$ cat config.mk
export PLATFORM = sky130hd
export DESIGN_NAME = wl_requant
export DESIGN_NICKNAME = d
export VERILOG_FILES = /design/src/rtl/wlq_pkg.sv /design/src/rtl/wlq_round.sv /design/src/rtl/wlq_shaper.sv /design/src/rtl/wlq_err_store.sv /design/src/rtl/wl_requant.sv
export SDC_FILE = /design/constraint.sdc
export NUM_CORES = 1
export LEC_CHECK = 0
export ABC_AREA = 1
export BUFFER_PORTS_ARGS = -buffer_cell sky130_fd_sc_hd__buf_2
export CAP_MARGIN = 30
export CELL_PAD_IN_SITES_DETAIL_PLACEMENT = 1
export CELL_PAD_IN_SITES_GLOBAL_PLACEMENT = 1
export CORE_AREA = 2 2 128 130
export CTS_CLUSTER_DIAMETER = 50
export CTS_CLUSTER_SIZE = 25
export DETAILED_ROUTE_END_ITERATION = 8
export DIE_AREA = 0 0 130 132
export GPL_TIMING_DRIVEN = 1
export PLACE_DENSITY_LB_ADDON = 0.3
export SLEW_MARGIN = 20
export SYNTH_ARGS = -nofsm -noshare
export SYNTH_HDL_FRONTEND = slang
export SYNTH_SLANG_ARGS = --single-unit
$ cat constraint.sdc
create_clock -name clk -period 3.9 [get_ports clk]
set_clock_uncertainty 0.2 [all_clocks]
set_input_delay 0.39 -clock clk [delete_from_list [all_inputs] [get_ports clk]]
set_output_delay 0.39 -clock clk [all_outputs]
set_load 0.005 [all_outputs]
$ cat src/rtl/wlq_pkg.sv
// Package: shared mode encoding for the word-length requantizer.
// Assumes: the mode code values are fixed by the external control interface.
package wlq_pkg;

    typedef enum logic [1:0] {
        WL_ROUND16 = 2'b00,
        WL_PASS20  = 2'b01,
        WL_SHAPE16 = 2'b10,
        WL_SHAPE18 = 2'b11
    } wl_mode_e;

endpackage

$ cat src/rtl/wlq_round.sv
// Module: wlq_round
// Rounds a signed IN_W-bit word to OUT_W significant bits. It adds half an
// output LSB, clears the dropped bits, and clamps positive overflow to the
// largest representable code.
// Assumes: OUT_W < IN_W. Negative overflow cannot occur because the offset
// is positive.
module wlq_round #(
    parameter int IN_W  = 20,
    parameter int OUT_W = 16
) (
    input  logic [IN_W-1:0] din,
    output logic [IN_W-1:0] dout
);

    localparam int DROP = IN_W - OUT_W;
    localparam logic [IN_W-1:0] HALF = IN_W'(2 ** (DROP - 1));
    localparam logic [IN_W-1:0] KEEP = ~IN_W'(2 ** DROP - 1);
    localparam logic [IN_W-1:0] MAXQ = {1'b0, {(IN_W - 1){1'b1}}} & KEEP;

    logic [IN_W-1:0] sum;
    logic            ovf;

    // Add the half-LSB offset, detect a positive wrap, then clamp or truncate.
    always_comb begin
        sum  = din + HALF;
        ovf  = !din[IN_W-1] && sum[IN_W-1];
        dout = ovf ? MAXQ : (sum & KEEP);
    end

endmodule

$ cat src/rtl/wlq_shaper.sv
// Module: wlq_shaper
// Combinational core of a second-order error-feedback quantizer. It adds
// the weighted discarded bits of the two previous samples (2*d1 - d2) to the
// input, saturates the sum to the IN_W range, truncates to OUT_W bits, and
// returns the new discarded bits.
// Assumes: d1 and d2 are unsigned values smaller than 2**(IN_W-OUT_W),
// zero-extended to ERR_W bits.
module wlq_shaper #(
    parameter int IN_W  = 20,
    parameter int OUT_W = 16,
    parameter int ERR_W = 4
) (
    input  logic [IN_W-1:0]  din,
    input  logic [ERR_W-1:0] d1,
    input  logic [ERR_W-1:0] d2,
    output logic [IN_W-1:0]  dout,
    output logic [ERR_W-1:0] dnew
);

    localparam int DROP = IN_W - OUT_W;
    localparam int SW   = IN_W + 2;
    localparam logic signed [SW-1:0] VMAX = SW'(2 ** (IN_W - 1) - 1);
    localparam logic signed [SW-1:0] VMIN = -VMAX - SW'(1);
    localparam logic [IN_W-1:0] KEEP = ~IN_W'(2 ** DROP - 1);

    logic signed [SW-1:0] xs;
    logic signed [SW-1:0] f1;
    logic signed [SW-1:0] f2;
    logic signed [SW-1:0] v;
    logic        [SW-1:0] vs;

    // Form the feedback sum with enough headroom and clamp it to IN_W range.
    always_comb begin
        xs = SW'($signed(din));
        f1 = SW'({1'b0, d1, 1'b0});
        f2 = SW'({1'b0, d2});
        v  = xs + f1 - f2;
        if (v > VMAX)      vs = VMAX;
        else if (v < VMIN) vs = VMIN;
        else               vs = v;
    end

    // Split the clamped sum into the kept word and the discarded remainder.
    always_comb begin
        dout = vs[IN_W-1:0] & KEEP;
        dnew = ERR_W'(vs[DROP-1:0]);
    end

    // The clamped sum must fit IN_W signed bits.
    always_comb begin
        assert_sum_in_range_R8: assert (vs[SW-1:IN_W-1] == '0 || vs[SW-1:IN_W-1] == '1)
            else $error("clamped feedback sum exceeds input range");
    end

endmodule

$ cat src/rtl/wlq_err_store.sv
// Module: wlq_err_store
// Holds the two most recent discarded-bit terms for each channel. A write
// shifts the channel's newest term into the older slot. A clear zeroes every
// channel. When a write and a clear come together, the written channel keeps
// only the new term.
// Assumes: the reading channel equals the writing channel in any cycle.
module wlq_err_store #(
    parameter int ERR_W = 4,
    parameter int NCH   = 2
) (
    input  logic                   clk,
    input  logic                   rst_n,
    input  logic                   clr,
    input  logic                   wr,
    input  logic [$clog2(NCH)-1:0] ch,
    input  logic [ERR_W-1:0]       wr_d,
    output logic [ERR_W-1:0]       e1,
    output logic [ERR_W-1:0]       e2
);

    localparam int CH_W = $clog2(NCH);

    logic [ERR_W-1:0] d1_q [NCH];
    logic [ERR_W-1:0] d2_q [NCH];

    for (genvar g = 0; g < NCH; g++) begin : g_chan
        // Update this channel's two error terms on reset, write or clear.
        always_ff @(posedge clk) begin
            if (!rst_n) begin
                d1_q[g] <= '0;
                d2_q[g] <= '0;
            end else if (wr && ch == CH_W'(g)) begin
                d2_q[g] <= clr ? '0 : d1_q[g];
                d1_q[g] <= wr_d;
            end else if (clr) begin
                d1_q[g] <= '0;
                d2_q[g] <= '0;
            end
        end

        assert_err_clear_R10: assert property (@(posedge clk) disable iff (!rst_n)
            (clr && !wr) |=> (d1_q[g] == '0 && d2_q[g] == '0))
            else $error("error terms not cleared");

        assert_chan_isolate_R9: assert property (@(posedge clk) disable iff (!rst_n)
            (!clr && (!wr || ch != CH_W'(g))) |=> ($stable(d1_q[g]) && $stable(d2_q[g])))
            else $error("channel terms changed without own write");
    end

    // Present the selected channel's terms to the datapath.
    always_comb begin
        e1 = d1_q[ch];
        e2 = d2_q[ch];
    end

endmodule

$ cat src/rtl/wl_requant.sv
// Module: wl_requant
// Top of the selectable word-length requantizer. Each valid sample passes
// through unchanged, is rounded to NARROW_W bits, or is truncated to
// NARROW_W or MID_W bits inside an error-feedback loop, as the mode code
// selects. The result is registered one cycle after the strobe.
// Assumes: the mode code is sampled every cycle, and a change from the
// previous cycle clears all loop state.
module wl_requant #(
    parameter int IN_W     = 20,
    parameter int NARROW_W = 16,
    parameter int MID_W    = 18,
    parameter int NCH      = 2
) (
    input  logic                   clk,
    input  logic                   rst_n,
    input  logic                   in_valid,
    input  logic [$clog2(NCH)-1:0] in_chan,
    input  logic [IN_W-1:0]        in_sample,
    input  logic [1:0]             mode,
    output logic                   out_valid,
    output logic [IN_W-1:0]        out_sample
);

    import wlq_pkg::*;

    localparam int ERR_W  = IN_W - NARROW_W;
    localparam int NSHAPE = 2;

    wl_mode_e          mode_e;
    wl_mode_e          mode_q;
    logic              mode_chg;
    logic              shaping;
    logic [ERR_W-1:0]  st_e1;
    logic [ERR_W-1:0]  st_e2;
    logic [ERR_W-1:0]  use_e1;
    logic [ERR_W-1:0]  use_e2;
    logic [IN_W-1:0]   rnd_out;
    logic [IN_W-1:0]   shp_out [NSHAPE];
    logic [ERR_W-1:0]  shp_d   [NSHAPE];
    logic [ERR_W-1:0]  wr_d;
    logic [IN_W-1:0]   nxt;

    assign mode_e = wl_mode_e'(mode);

    // Remember the previous cycle's mode to detect changes.
    always_ff @(posedge clk) begin
        if (!rst_n) mode_q <= WL_PASS20;
        else        mode_q <= mode_e;
    end

    // Decode the mode change and substitute zero terms in a change cycle.
    always_comb begin
        mode_chg = (mode_e != mode_q);
        shaping  = (mode_e == WL_SHAPE16) || (mode_e == WL_SHAPE18);
        use_e1   = mode_chg ? '0 : st_e1;
        use_e2   = mode_chg ? '0 : st_e2;
        wr_d     = (mode_e == WL_SHAPE18) ? shp_d[1] : shp_d[0];
    end

    wlq_err_store #(.ERR_W(ERR_W), .NCH(NCH)) u_store (
        .clk   (clk),
        .rst_n (rst_n),
        .clr   (mode_chg),
        .wr    (in_valid && shaping),
        .ch    (in_chan),
        .wr_d  (wr_d),
        .e1    (st_e1),
        .e2    (st_e2)
    );

    wlq_round #(.IN_W(IN_W), .OUT_W(NARROW_W)) u_round (
        .din  (in_sample),
        .dout (rnd_out)
    );

    for (genvar k = 0; k < NSHAPE; k++) begin : g_shape
        localparam int OW = (k == 0) ? NARROW_W : MID_W;
        wlq_shaper #(.IN_W(IN_W), .OUT_W(OW), .ERR_W(ERR_W)) u_shaper (
            .din  (in_sample),
            .d1   (use_e1),
            .d2   (use_e2),
            .dout (shp_out[k]),
            .dnew (shp_d[k])
        );
    end

    // Pick the result for the active mode.
    always_comb begin
        case (mode_e)
            WL_ROUND16: nxt = rnd_out;
            WL_PASS20:  nxt = in_sample;
            WL_SHAPE16: nxt = shp_out[0];
            WL_SHAPE18: nxt = shp_out[1];
            default:    nxt = in_sample;
        endcase
    end

    // Register the output word and its strobe.
    always_ff @(posedge clk) begin
        if (!rst_n) begin
            out_valid  <= 1'b0;
            out_sample <= '0;
        end else begin
            out_valid <= in_valid;
            if (in_valid) out_sample <= nxt;
        end
    end

    assert_strobe_latency_R2: assert property (@(posedge clk) disable iff (!rst_n)
        in_valid |=> out_valid) else $error("missing output strobe");

    assert_no_spurious_strobe_R2: assert property (@(posedge clk) disable iff (!rst_n)
        !in_valid |=> (!out_valid && $stable(out_sample))) else $error("output moved without sample");

    assert_passthrough_R3: assert property (@(posedge clk) disable iff (!rst_n)
        (in_valid && mode == 2'b01) |=> out_sample == $past(in_sample))
        else $error("pass mode altered sample");

    assert_no_wrap_R5: assert property (@(posedge clk) disable iff (!rst_n)
        (in_valid && mode == 2'b00 && !in_sample[IN_W-1]) |=> !out_sample[IN_W-1])
        else $error("rounding wrapped negative");

    assert_low_zero16_R11: assert property (@(posedge clk) disable iff (!rst_n)
        (in_valid && !mode[0]) |=> out_sample[IN_W-NARROW_W-1:0] == '0)
        else $error("16-bit low bits not zero");

    assert_low_zero18_R11: assert property (@(posedge clk) disable iff (!rst_n)
        (in_valid && mode == 2'b11) |=> out_sample[IN_W-MID_W-1:0] == '0)
        else $error("18-bit low bits not zero");

endmodule

==> results.yml <==
route:
  drtIter0Drc: 138
  drcViolationCount: 0
  ant_nets: 0
  vias: 4047
  dr.pass1.iters: 4
  avgViaCountPerCell: 4.65
  totalWireLength_um: 13800
  wl_per_cell_um: 15.9
finish:
  nets: 718
  finish.instance_area_um2: 4560
  postLayoutCoreUtil_pct: 29.0
  syn2layout_area_growth_pct: 17.4
  antennaDiodeCount: 0
  drive_gt1_share_pct: 14.8
  layout.cells.non_filler: 870
yosys:
  synth_xor_area_share_pct: 3.83
  synth-simple-area-share_pct: 32.1
  synth_flop_cell: "dfxtp_1"
  synth-adder-area-share_pct: 13.3
  netlist.area_leader.share_pct: 16.6
  async_reset_ff_share_pct: 0
  synth_compound_area_share_pct: 15.2
  avgSynthCellArea_um2: 6.43
  yosysSeqAreaShare_pct: 24.2
  yosys.cell_types.count: 35
  yosysWarnings: 0
  synth_cells: 604
  yosys.area.top_type: "nand2_1"
  synth_top_family_by_area: "simple AND/OR/NAND/NOR gates"
  synth_seq_cells: 39
  synth_edf_count: 16
  yosysMostFrequentCell: "nand2_1"
  synth_area_um2: 3880
  synth.area.top_cells: "nand2_1 17%, edfxtp_1 12%, dfxtp_1 12%, ha_1 11%, inv_1 8.2%"
  synthMuxAreaShare_pct: 0
  synth_commonest_cells: "172 x nand2_1, 85 x inv_1, 58 x nor2_1, 51 x a21oi_1, 36 x nand3_1"
  synth_fp_nets: 669
global_route:
  grt.busiest_layer: "met2"
  grt_use_met3_pct: 2.15
  overflow: 0
  grt_max_degree: 36
  grt_pass1_wl_um: 22300
  use_met1_pct: 21.3
  antenna_found_initial: 0
  grt_util_met2_pct: 29.3
  grt_pass1_vias: 4216
  grt_usage_pct: 16.6
timing:
  final-hold-violation-count: 0
  fmax_ghz: 0.278
  rsz0062_at_grt: "no"
  slew_viol_final: 0
  period_share_pct: 92.4
  setup_violations: 0
  period_needed_ns: 3.60
  tns_ns: 0
  worst_pin_slew_ns: 0.739
  relSlewSlack_pct: 50.7
worst_setup_path:
  cp-start-kind: "flop"
  cp_max_fo: 13
  critPathRequiredTime_ns: 3.73
  worstSetupEndpointType: "flop"
  path_class: "flop to flop"
  cp.arrival_ns: 3.43
clock_tree:
  cts_max_path_buffers: 2
  htree_levels: 2
  cts_root_buf: "clkbuf_16"
  tritoncts: "done"
  cts_sinks: 39
  cts_buffers: 5
  clk_pin_slew_ns: 0.06
  postCtsSetupBuffers: 0
  clkLatencyLatePin_ns: 0.28
pwr:
  power_leakage_nw: 2.26
  max-vdd-ir-drop_mv: 0.146
  p_per_area_nw_per_um2: 323
  power.total_w: 0.00147
placement:
  port_buffers: 46
  finalWeightedCongestion: 0.889
  dp_cells: 862
  dp_hpwl_um: 11400
  postPlaceCellArea_um2: 4380
run:
  cap_viol_max_count: 0
floorplanning:
  pin_count: 47
  die_h_um: 132
  start_util_pct: 24.7
  dieWidth_um: 130
  coreArea_um2: 15700
  dieArea_um2: 17200
  row_count: 46
min_path:
  holdCritPathClass: "input pin to flop"
status:
  status: "complete, no violations"
path summary, 6_finish.rpt:
kind,from,to,slack (ns),cells after the start
max,mode_q[1],u_store.d1_q[0][2],0.30,19
max reg2reg,mode_q[1],u_store.d1_q[0][2],0.30,19
min,in_sample[0],out_sample[0],0.19,3
min reg2reg,out_sample[19],out_sample[19],0.31,2
cell usage in the layout, fill, tap and decap left out, types with 4 or more instances in the layout:
| cell type | instances |
|---|---|
| a31oi_1 | 4 |
| ha_1 | 35 |
| a21oi_2 | 5 |
| buf_2 | 46 |
| dfxtp_1 | 23 |
| nor2_2 | 5 |
| o22ai_1 | 6 |
| nor2_1 | 57 |
| a21oi_1 | 50 |
| xnor2_1 | 10 |
| fa_1 | 4 |
| nand2_2 | 4 |
| o21ai_1 | 4 |
| inv_2 | 6 |
| nand3_1 | 36 |
| or2_2 | 4 |
| xor2_1 | 7 |
| nand4_1 | 6 |
| o21ai_0 | 25 |
| nand2_1 | 172 |
| inv_1 | 85 |
| o21bai_1 | 10 |
| edfxtp_1 | 16 |
| clkbuf_16 | 5 |
| buf_4 | 11 |
through the flow:
step / hold WS (ns) / setup slack (ns)
2_1_floorplan: 0.281 / 0.275
5_1_grt: 0.194 / 0.0174
3_5_place_dp: 0.294 / -0.102
6_report: 0.187 / 0.298
3_3_place_gp: 0.301 / 0.0539
4_1_cts: 0.186 / 0.104
final cells by class:
class / instances / area, µm²
inverter: 94 / 353
timing repair buffer: 57 / 313
tap: 216 / 270
sequential: 39 / 941
fill: 2060 / 11200
clock buffer: 5 / 125
clock inverter: 3 / 43.8
multi-input combinational: 456 / 2510
logic make-up (layout without fill, tap and decap cells):
logic type / Yosys count / in the layout
buf+inv: 109 / 159
compound gates: 106 / 106
flops: 39 / 39
fa+ha+maj: 39 / 39
xor+xnor: 17 / 17
simple gates: 294 / 294
power by group:
| part | switching [W] | leakage [nW] | internal (W) | total [W] |
|---|---|---|---|---|
| clock | 0.000181 | 0.0838 | 0.000302 | 0.000483 |
| sequential | 0.0000177 | 0.379 | 0.000457 | 0.000475 |
| combinational | 0.000335 | 1.79 | 0.000181 | 0.000516 |
sequential cells by signal (all words and copies together) (netlist names):
name / flops
out_sample: 20
u_store.d1_q: 8
out_valid: 1
u_store.d2_q: 8
mode_q: 2
metal layers:
metal  wire length (µm)  vias up
met5                  0        -
met4                216        0
met3                313       12
met2               6970       57
met1               6340     1954
li1                   -     2024
what timing repair did:
action                                  in CTS  in global routing
hold buffers                                 0                  0
endpoints found under the setup margin       0                 13
resized for setup                            0                  3
worst max-delay path, stage by stage, from the launching register on:
cell     delay, ns
dfxtp_1       0.33
xnor2_1       0.12
nand2_1       0.13
inv_1         0.10
nand2_1       0.07
fa_1          0.52
ha_1          0.17
inv_1         0.05
fa_1          0.41
nor2_2        0.17
nand3_1       0.11
nor2_1        0.10
nor2_1        0.08
nand2_2       0.07
nand2_1       0.05
nand3_1       0.10
nand2_2       0.17
buf_4         0.20
nand3_1       0.11
nor2_1        0.07
Note: power is estimated with default switching activity, not from simulation.
